[src/rtl/brom_pkg.sv]
package brom_pkg;
    typedef enum logic [1:0] {
        S_IDLE  = 2'd0,
        S_FIRST = 2'd1,
        S_NEXT  = 2'd2
    } brom_state_t;

    localparam int BEAT_CNT_W = 4;
endpackage

[src/rtl/brom_len_map.sv]
module brom_len_map
    import brom_pkg::*;
(
    input  logic [1:0]            width,
    input  logic [1:0]            burst,
    output logic [BEAT_CNT_W-1:0] last_idx
);
    logic [4:0] asked;
    logic [4:0] cap;
    logic [4:0] beats;

    always_comb begin
        unique case (burst)
            2'd0: asked = 5'd1;
            2'd1: asked = 5'd4;
            2'd2: asked = 5'd8;
            default: asked = 5'd16;
        endcase
        unique case (width)
            2'd0: cap = 5'd16;
            2'd1: cap = 5'd8;
            default: cap = 5'd4;
        endcase
        beats    = (asked > cap) ? cap : asked;
        last_idx = BEAT_CNT_W'(beats - 5'd1);
    end

    // resulting length never exceeds the width's limit
    always_comb begin
        a_r2_len_legal: assert (width == 2'd0 || (width == 2'd1 ? last_idx <= 4'd7 : last_idx <= 4'd3));
    end
endmodule

[src/rtl/brom_addr_step.sv]
module brom_addr_step #(
    parameter int AW = 32
) (
    input  logic          clk,
    input  logic          rst_n,
    input  logic          load,
    input  logic          adv,
    input  logic [AW-1:0] start,
    input  logic [1:0]    width,
    output logic [AW-1:0] addr
);
    logic [AW-1:0] step;

    always_comb begin
        unique case (width)
            2'd0: step = AW'(1);
            2'd1: step = AW'(2);
            default: step = AW'(4);
        endcase
    end

    always_ff @(posedge clk or negedge rst_n) begin
        if (!rst_n)    addr <= '0;
        else if (load) addr <= start;
        else if (adv)  addr <= addr + step;
    end
endmodule

[src/rtl/burst_rom_rd.sv]
module burst_rom_rd
    import brom_pkg::*;
#(
    parameter int AW     = 32,
    parameter int DW     = 32,
    parameter int WAIT_W = 4
) (
    input  logic              clk,
    input  logic              rst_n,
    input  logic              req_valid,
    output logic              req_ready,
    input  logic [AW-1:0]     req_addr,
    input  logic [1:0]        req_width,
    input  logic [1:0]        req_burst,
    input  logic [WAIT_W-1:0] req_waits,
    input  logic              req_wait_ign,
    output logic              rom_cs_n,
    output logic              rom_rd_n,
    output logic [AW-1:0]     rom_addr,
    input  logic [DW-1:0]     rom_data,
    input  logic              rom_wait,
    output logic              rd_valid,
    output logic [DW-1:0]     rd_data,
    output logic              done
);
    localparam logic [WAIT_W-1:0] ONE_W = WAIT_W'(1);

    brom_state_t           state_q, state_d;
    logic [WAIT_W-1:0]     cnt_q, cnt_d, waits_q, later_len;
    logic [BEAT_CNT_W-1:0] beat_q, beat_d, last_q, last_map;
    logic [1:0]            width_q;
    logic                  ign_q, busy, take, samp_en, beat_end, is_last;

    brom_len_map u_len (
        .width    (req_width),
        .burst    (req_burst),
        .last_idx (last_map)
    );

    brom_addr_step #(.AW(AW)) u_addr (
        .clk   (clk),
        .rst_n (rst_n),
        .load  (take),
        .adv   (beat_end && !is_last),
        .start (req_addr),
        .width (width_q),
        .addr  (rom_addr)
    );

    // output and qualifier decode
    always_comb begin
        busy      = (state_q != S_IDLE);
        req_ready = !busy;
        rom_cs_n  = !busy;
        rom_rd_n  = !busy;
        take      = req_valid && req_ready;
        samp_en   = !ign_q && (state_q == S_NEXT || waits_q != '0);
        beat_end  = busy && (cnt_q == '0) && !(samp_en && rom_wait);
        is_last   = (beat_q == last_q);
        later_len = (waits_q == '0) ? ONE_W : waits_q;
    end

    // next state
    always_comb begin
        state_d = state_q;
        cnt_d   = cnt_q;
        beat_d  = beat_q;
        unique case (state_q)
            S_IDLE: begin
                if (take) begin
                    state_d = S_FIRST;
                    cnt_d   = req_waits;
                    beat_d  = '0;
                end
            end
            S_FIRST, S_NEXT: begin
                if (cnt_q != '0) begin
                    cnt_d = cnt_q - ONE_W;
                end else if (beat_end) begin
                    if (is_last) begin
                        state_d = S_IDLE;
                    end else begin
                        state_d = S_NEXT;
                        cnt_d   = later_len;
                        beat_d  = beat_q + 1'b1;
                    end
                end
            end
            default: state_d = S_IDLE;
        endcase
    end

    // state register
    always_ff @(posedge clk or negedge rst_n) begin
        if (!rst_n) begin
            state_q <= S_IDLE;
            cnt_q   <= '0;
            beat_q  <= '0;
            last_q  <= '0;
            waits_q <= '0;
            width_q <= '0;
            ign_q   <= 1'b0;
        end else begin
            state_q <= state_d;
            cnt_q   <= cnt_d;
            beat_q  <= beat_d;
            if (take) begin
                last_q  <= last_map;
                waits_q <= req_waits;
                width_q <= req_width;
                ign_q   <= req_wait_ign;
            end
        end
    end

    // returned data
    always_ff @(posedge clk or negedge rst_n) begin
        if (!rst_n) begin
            rd_valid <= 1'b0;
            done     <= 1'b0;
            rd_data  <= '0;
        end else begin
            rd_valid <= beat_end;
            done     <= beat_end && is_last;
            if (beat_end) rd_data <= rom_data;
        end
    end

    a_r3_strobes_held: assert property (@(posedge clk) disable iff (!rst_n)
        busy |-> (!rom_cs_n && !rom_rd_n));
    a_r1_no_take_busy: assert property (@(posedge clk) disable iff (!rst_n)
        (busy && req_valid) |=> $stable(last_q));
    a_r7_wait_stretch: assert property (@(posedge clk) disable iff (!rst_n)
        (busy && cnt_q == '0 && samp_en && rom_wait) |=> !rd_valid);
    a_r8_ign_no_stretch: assert property (@(posedge clk) disable iff (!rst_n)
        (busy && ign_q && cnt_q == '0) |=> rd_valid);
    a_r10_done_with_valid: assert property (@(posedge clk) disable iff (!rst_n)
        done |-> rd_valid);
    a_r4_addr_step: assert property (@(posedge clk) disable iff (!rst_n)
        (rd_valid && !done) |-> (rom_addr - $past(rom_addr)) == (width_q == 2'd0 ? AW'(1) : width_q == 2'd1 ? AW'(2) : AW'(4)));
endmodule

[config.mk]
export PLATFORM = sky130hd
export DESIGN_NAME = burst_rom_rd
export DESIGN_NICKNAME = d
export VERILOG_FILES = /design/src/rtl/brom_pkg.sv /design/src/rtl/brom_len_map.sv /design/src/rtl/brom_addr_step.sv /design/src/rtl/burst_rom_rd.sv
export SDC_FILE = /design/constraint.sdc
export NUM_CORES = 1
export LEC_CHECK = 0
export BUFFER_PORTS_ARGS = -buffer_cell sky130_fd_sc_hd__clkbuf_2
export CAP_MARGIN = 20
export CORE_ASPECT_RATIO = 0.5
export CORE_MARGIN = 1.5
export CORE_UTILIZATION = 56
export CTS_CLUSTER_SIZE = 25
export DETAILED_ROUTE_END_ITERATION = 10
export PLACE_DENSITY = 0.87
export SYNTH_ARGS = -nofsm -noshare
export SYNTH_HDL_FRONTEND = slang
export SYNTH_SLANG_ARGS = --single-unit
[constraint.sdc]
create_clock -name clk -period 6.8 [get_ports clk]
set_input_delay 0.68 -clock clk [delete_from_list [all_inputs] [get_ports clk]]
set_output_delay 0.68 -clock clk [all_outputs]
set_load 0.01 [all_outputs]
==> impl_metrics.yaml <==
finish:
  syn_to_final_growth_pct: 23.4
  nets: 703
  layout_common_cells: "clkbuf_2 (144), dfrtp_1 (86), nand2_1 (61)"
  drive_above_1_share_pct: 35.3
  final_cells: 727
  final_common_cell: "clkbuf_2"
  insertedDiodeCount: 0
global_route:
  grt_pass1_wl_mm: 18.6
  antenna_found_initial: 0
  overflow: 0
  grtUsageTotal_pct: 26.5
  grt_pass1_vias: 3874
  grt_max_degree: 62
setup_path:
  crit_slowest_cell: "or4_1"
  cpPeakStageDelay_ns: 0.74
  path_class: "reg -> reg"
  worstSetupStartpointType: "flip-flop"
  r2r_setup_slack_ns: 3.80
  r2r-end: "u_addr.addr[25]$_DFFE_PN0P_"
  cp_max_fo: 21
  crit_path_end_kind: "flip-flop"
  r2r-start: "cnt_q[0]$_DFFE_PN0P_"
  path_cells: "inv_1 > ha_1 > nor3b_2 > and2_1 > nand3_1 > or4_1 > a31oi_1"
  cp.arrival_ns: 3.26
  cp.required_ns: 7.06
  r2r.worst_path.cells: 7
timing:
  setup_tns_ns: 0
  worst_pin_slew_ns: 1.02
  grt_setup_unrepaired: "no"
  timing.fmax_mhz: 333
  hold_viol_final: 0
  period_share_pct: 44.1
  timing.slew.headroom_pct: 31.7
  skew_ns: 0.00769
  hold_slack_ns: 0.269
  finalSetupViolCount: 0
  period_needed_ns: 3.00
  final_max_slew_viol_count: 0
clock_tree:
  root_buffer: "clkbuf_16"
  cts.clk_slew.worst_paths_ns: 0.06
  post_cts_resized: 0
  hold_buffers: 0
  ctsHtreeMaxLevel: 3
  cts_tree: "built"
  cts_buffer_depth: 2
  clkLatencyLatePin_ns: 0.34
  numCtsBuffers: 9
  clock_sinks: 86
  cts_setup_buffers: 0
die:
  row_count: 23
  die-area_um2: 9050
  io_pins: 146
  floorplan.die.width_um: 133
  start_util_pct: 58.6
  core_area_um2: 8090
  dieHeight_um: 68.0
yosys:
  seq_area_frac_synth_pct: 45.4
  syn_area_um2: 4740
  ys_warn_count: 0
  async_flop_share_pct: 100
  ys_types: 63
  avgSynthCellArea_um2: 9.91
  synthFlopType: "dfrtp_1"
  synth-edff-count: 0
  ys_ff_latch: 86
  syn_inst: 478
  synth_fp_nets: 570
drt:
  firstDrtPassIters: 4
  post-route-drc-count: 0
  viasPerCell: 5.86
  drt_iter0_markers: 245
  wl_per_cell_um: 16.1
  vias: 4261
  detail-route-antenna-nets: 0
  routed_wl_mm: 11.7
pwr:
  power_leakage_nw: 2.74
  p_per_area_nw_per_um2: 471
  p_total_mw: 2.75
  vdd_drop_max_v: 0.000197
job:
  max_cap_viol_count: 0
run_status:
  status: "completed"
min_path:
  hold_path.class: "in -> async"
placement:
  gp_congestion: 0.801
  dp_cells: 712
  hpwl_mm: 8.29
  portBuffers: 145
-- cell type report --
cell class,count,area [um^2]
fill,586,2240
tap,112,140
sequential,86,2150
clock inverter,6,111
inverter,14,52.6
multi-input combinational,352,2410
clock buffer,9,225
timing repair buffer,148,751
-- worst max-delay path, delay by kind of cell (launching register included) --
| kind | cells | cell delay (ns) |
|---|---|---|
| flip-flops | 1 | 0.41 |
| AO/OA/AOI/OAI | 1 | 0.18 |
| buffers and inverters | 1 | 0.11 |
| adder cells (fa/ha/maj) | 1 | 0.20 |
| AND/OR/NAND/NOR | 4 | 2.04 |
-- cells in the mapped netlist, types with 3 or more instances --
library cell  number  area share (%)
xor2_1             3            0.55
buf_2              4            0.42
a31oi_1           18             2.4
nor2b_1            4            0.53
buf_4              5            0.79
nor4_1             5            0.66
o41ai_1            4            0.74
o22ai_1            3            0.40
or3b_1             3            0.55
and3_1             3            0.40
o211ai_1           5            0.79
and2_1            10             1.3
o31ai_1            5            0.79
a21oi_1            8            0.85
or3_1             11             1.5
clkbuf_1          16             1.3
xnor2_1            3            0.55
nand4_1           13             1.7
inv_1             14             1.1
nand2_1           62             4.9
mux2_2            34             8.1
nand2b_1           3            0.40
nand3_1           22             2.3
nor3_1            11             1.2
ha_1              14             3.7
dfrtp_1           86              45
nor2_1            27             2.1
and4_1             3            0.55
or4_1              5            0.79
o21ai_0           25             2.6
mux2i_1           10             2.1
-- stage by stage --
step	area, um^2	util, %	setup slack, ns
after floorplan	4740	-	4.18
after global placement	5510	68.1	3.99
after detailed placement	5510	68.1	3.89
after CTS	5840	72.2	3.88
after global routing	5840	72.2	3.55
final	5840	72.2	3.80
-- logic make-up after synthesis --
family | synth area share [%]
AOI/OAI and AO/OA | 12.2
xor gates and xnor gates | 1.11
adders and majority gates | 4.12
buffers and inverters | 3.83
DFF | 45.4
muxes | 10.2
and+or+nand+nor | 23.1
-- per-layer routing --
layer,global-route usage [%],routed length (um),vias up
li1,-,-,2020
met1,33.4,5100,2078
met2,46.8,5810,144
met3,6.30,664,19
met4,8.10,155,0
met5,0,0,-
-- state kept, by name (all words and copies together), names as in the netlist --
signal       cells
beat_q           4
cnt_q            4
done             1
ign_q            1
last_q           3
rd_data         32
rd_valid         1
state_q          2
u_addr.addr     32
waits_q          4
width_q          2
-- power breakdown --
group	total [mW]	internal, mW	switching [mW]
logic	1.22	0.527	0.688
clock network	0.558	0.357	0.202
registers	0.979	0.751	0.228
-- worst max path at each step --
stage	startpoint	slack (ns)	cells past startpoint	endpoint
2_1_floorplan	req_width[1]	4.18	11	last_q[3]$_DFFE_PN0P_
3_3_place_gp	req_width[1]	3.99	12	last_q[3]$_DFFE_PN0P_
3_5_place_dp	req_width[1]	3.89	12	last_q[3]$_DFFE_PN0P_
4_1_cts	cnt_q[0]$_DFFE_PN0P_	3.88	7	u_addr.addr[25]$_DFFE_PN0P_
5_1_grt	cnt_q[0]$_DFFE_PN0P_	3.55	7	u_addr.addr[25]$_DFFE_PN0P_
6_report	cnt_q[0]$_DFFE_PN0P_	3.80	7	u_addr.addr[25]$_DFFE_PN0P_
No activity file was read; power rests on OpenSTA's default activity.
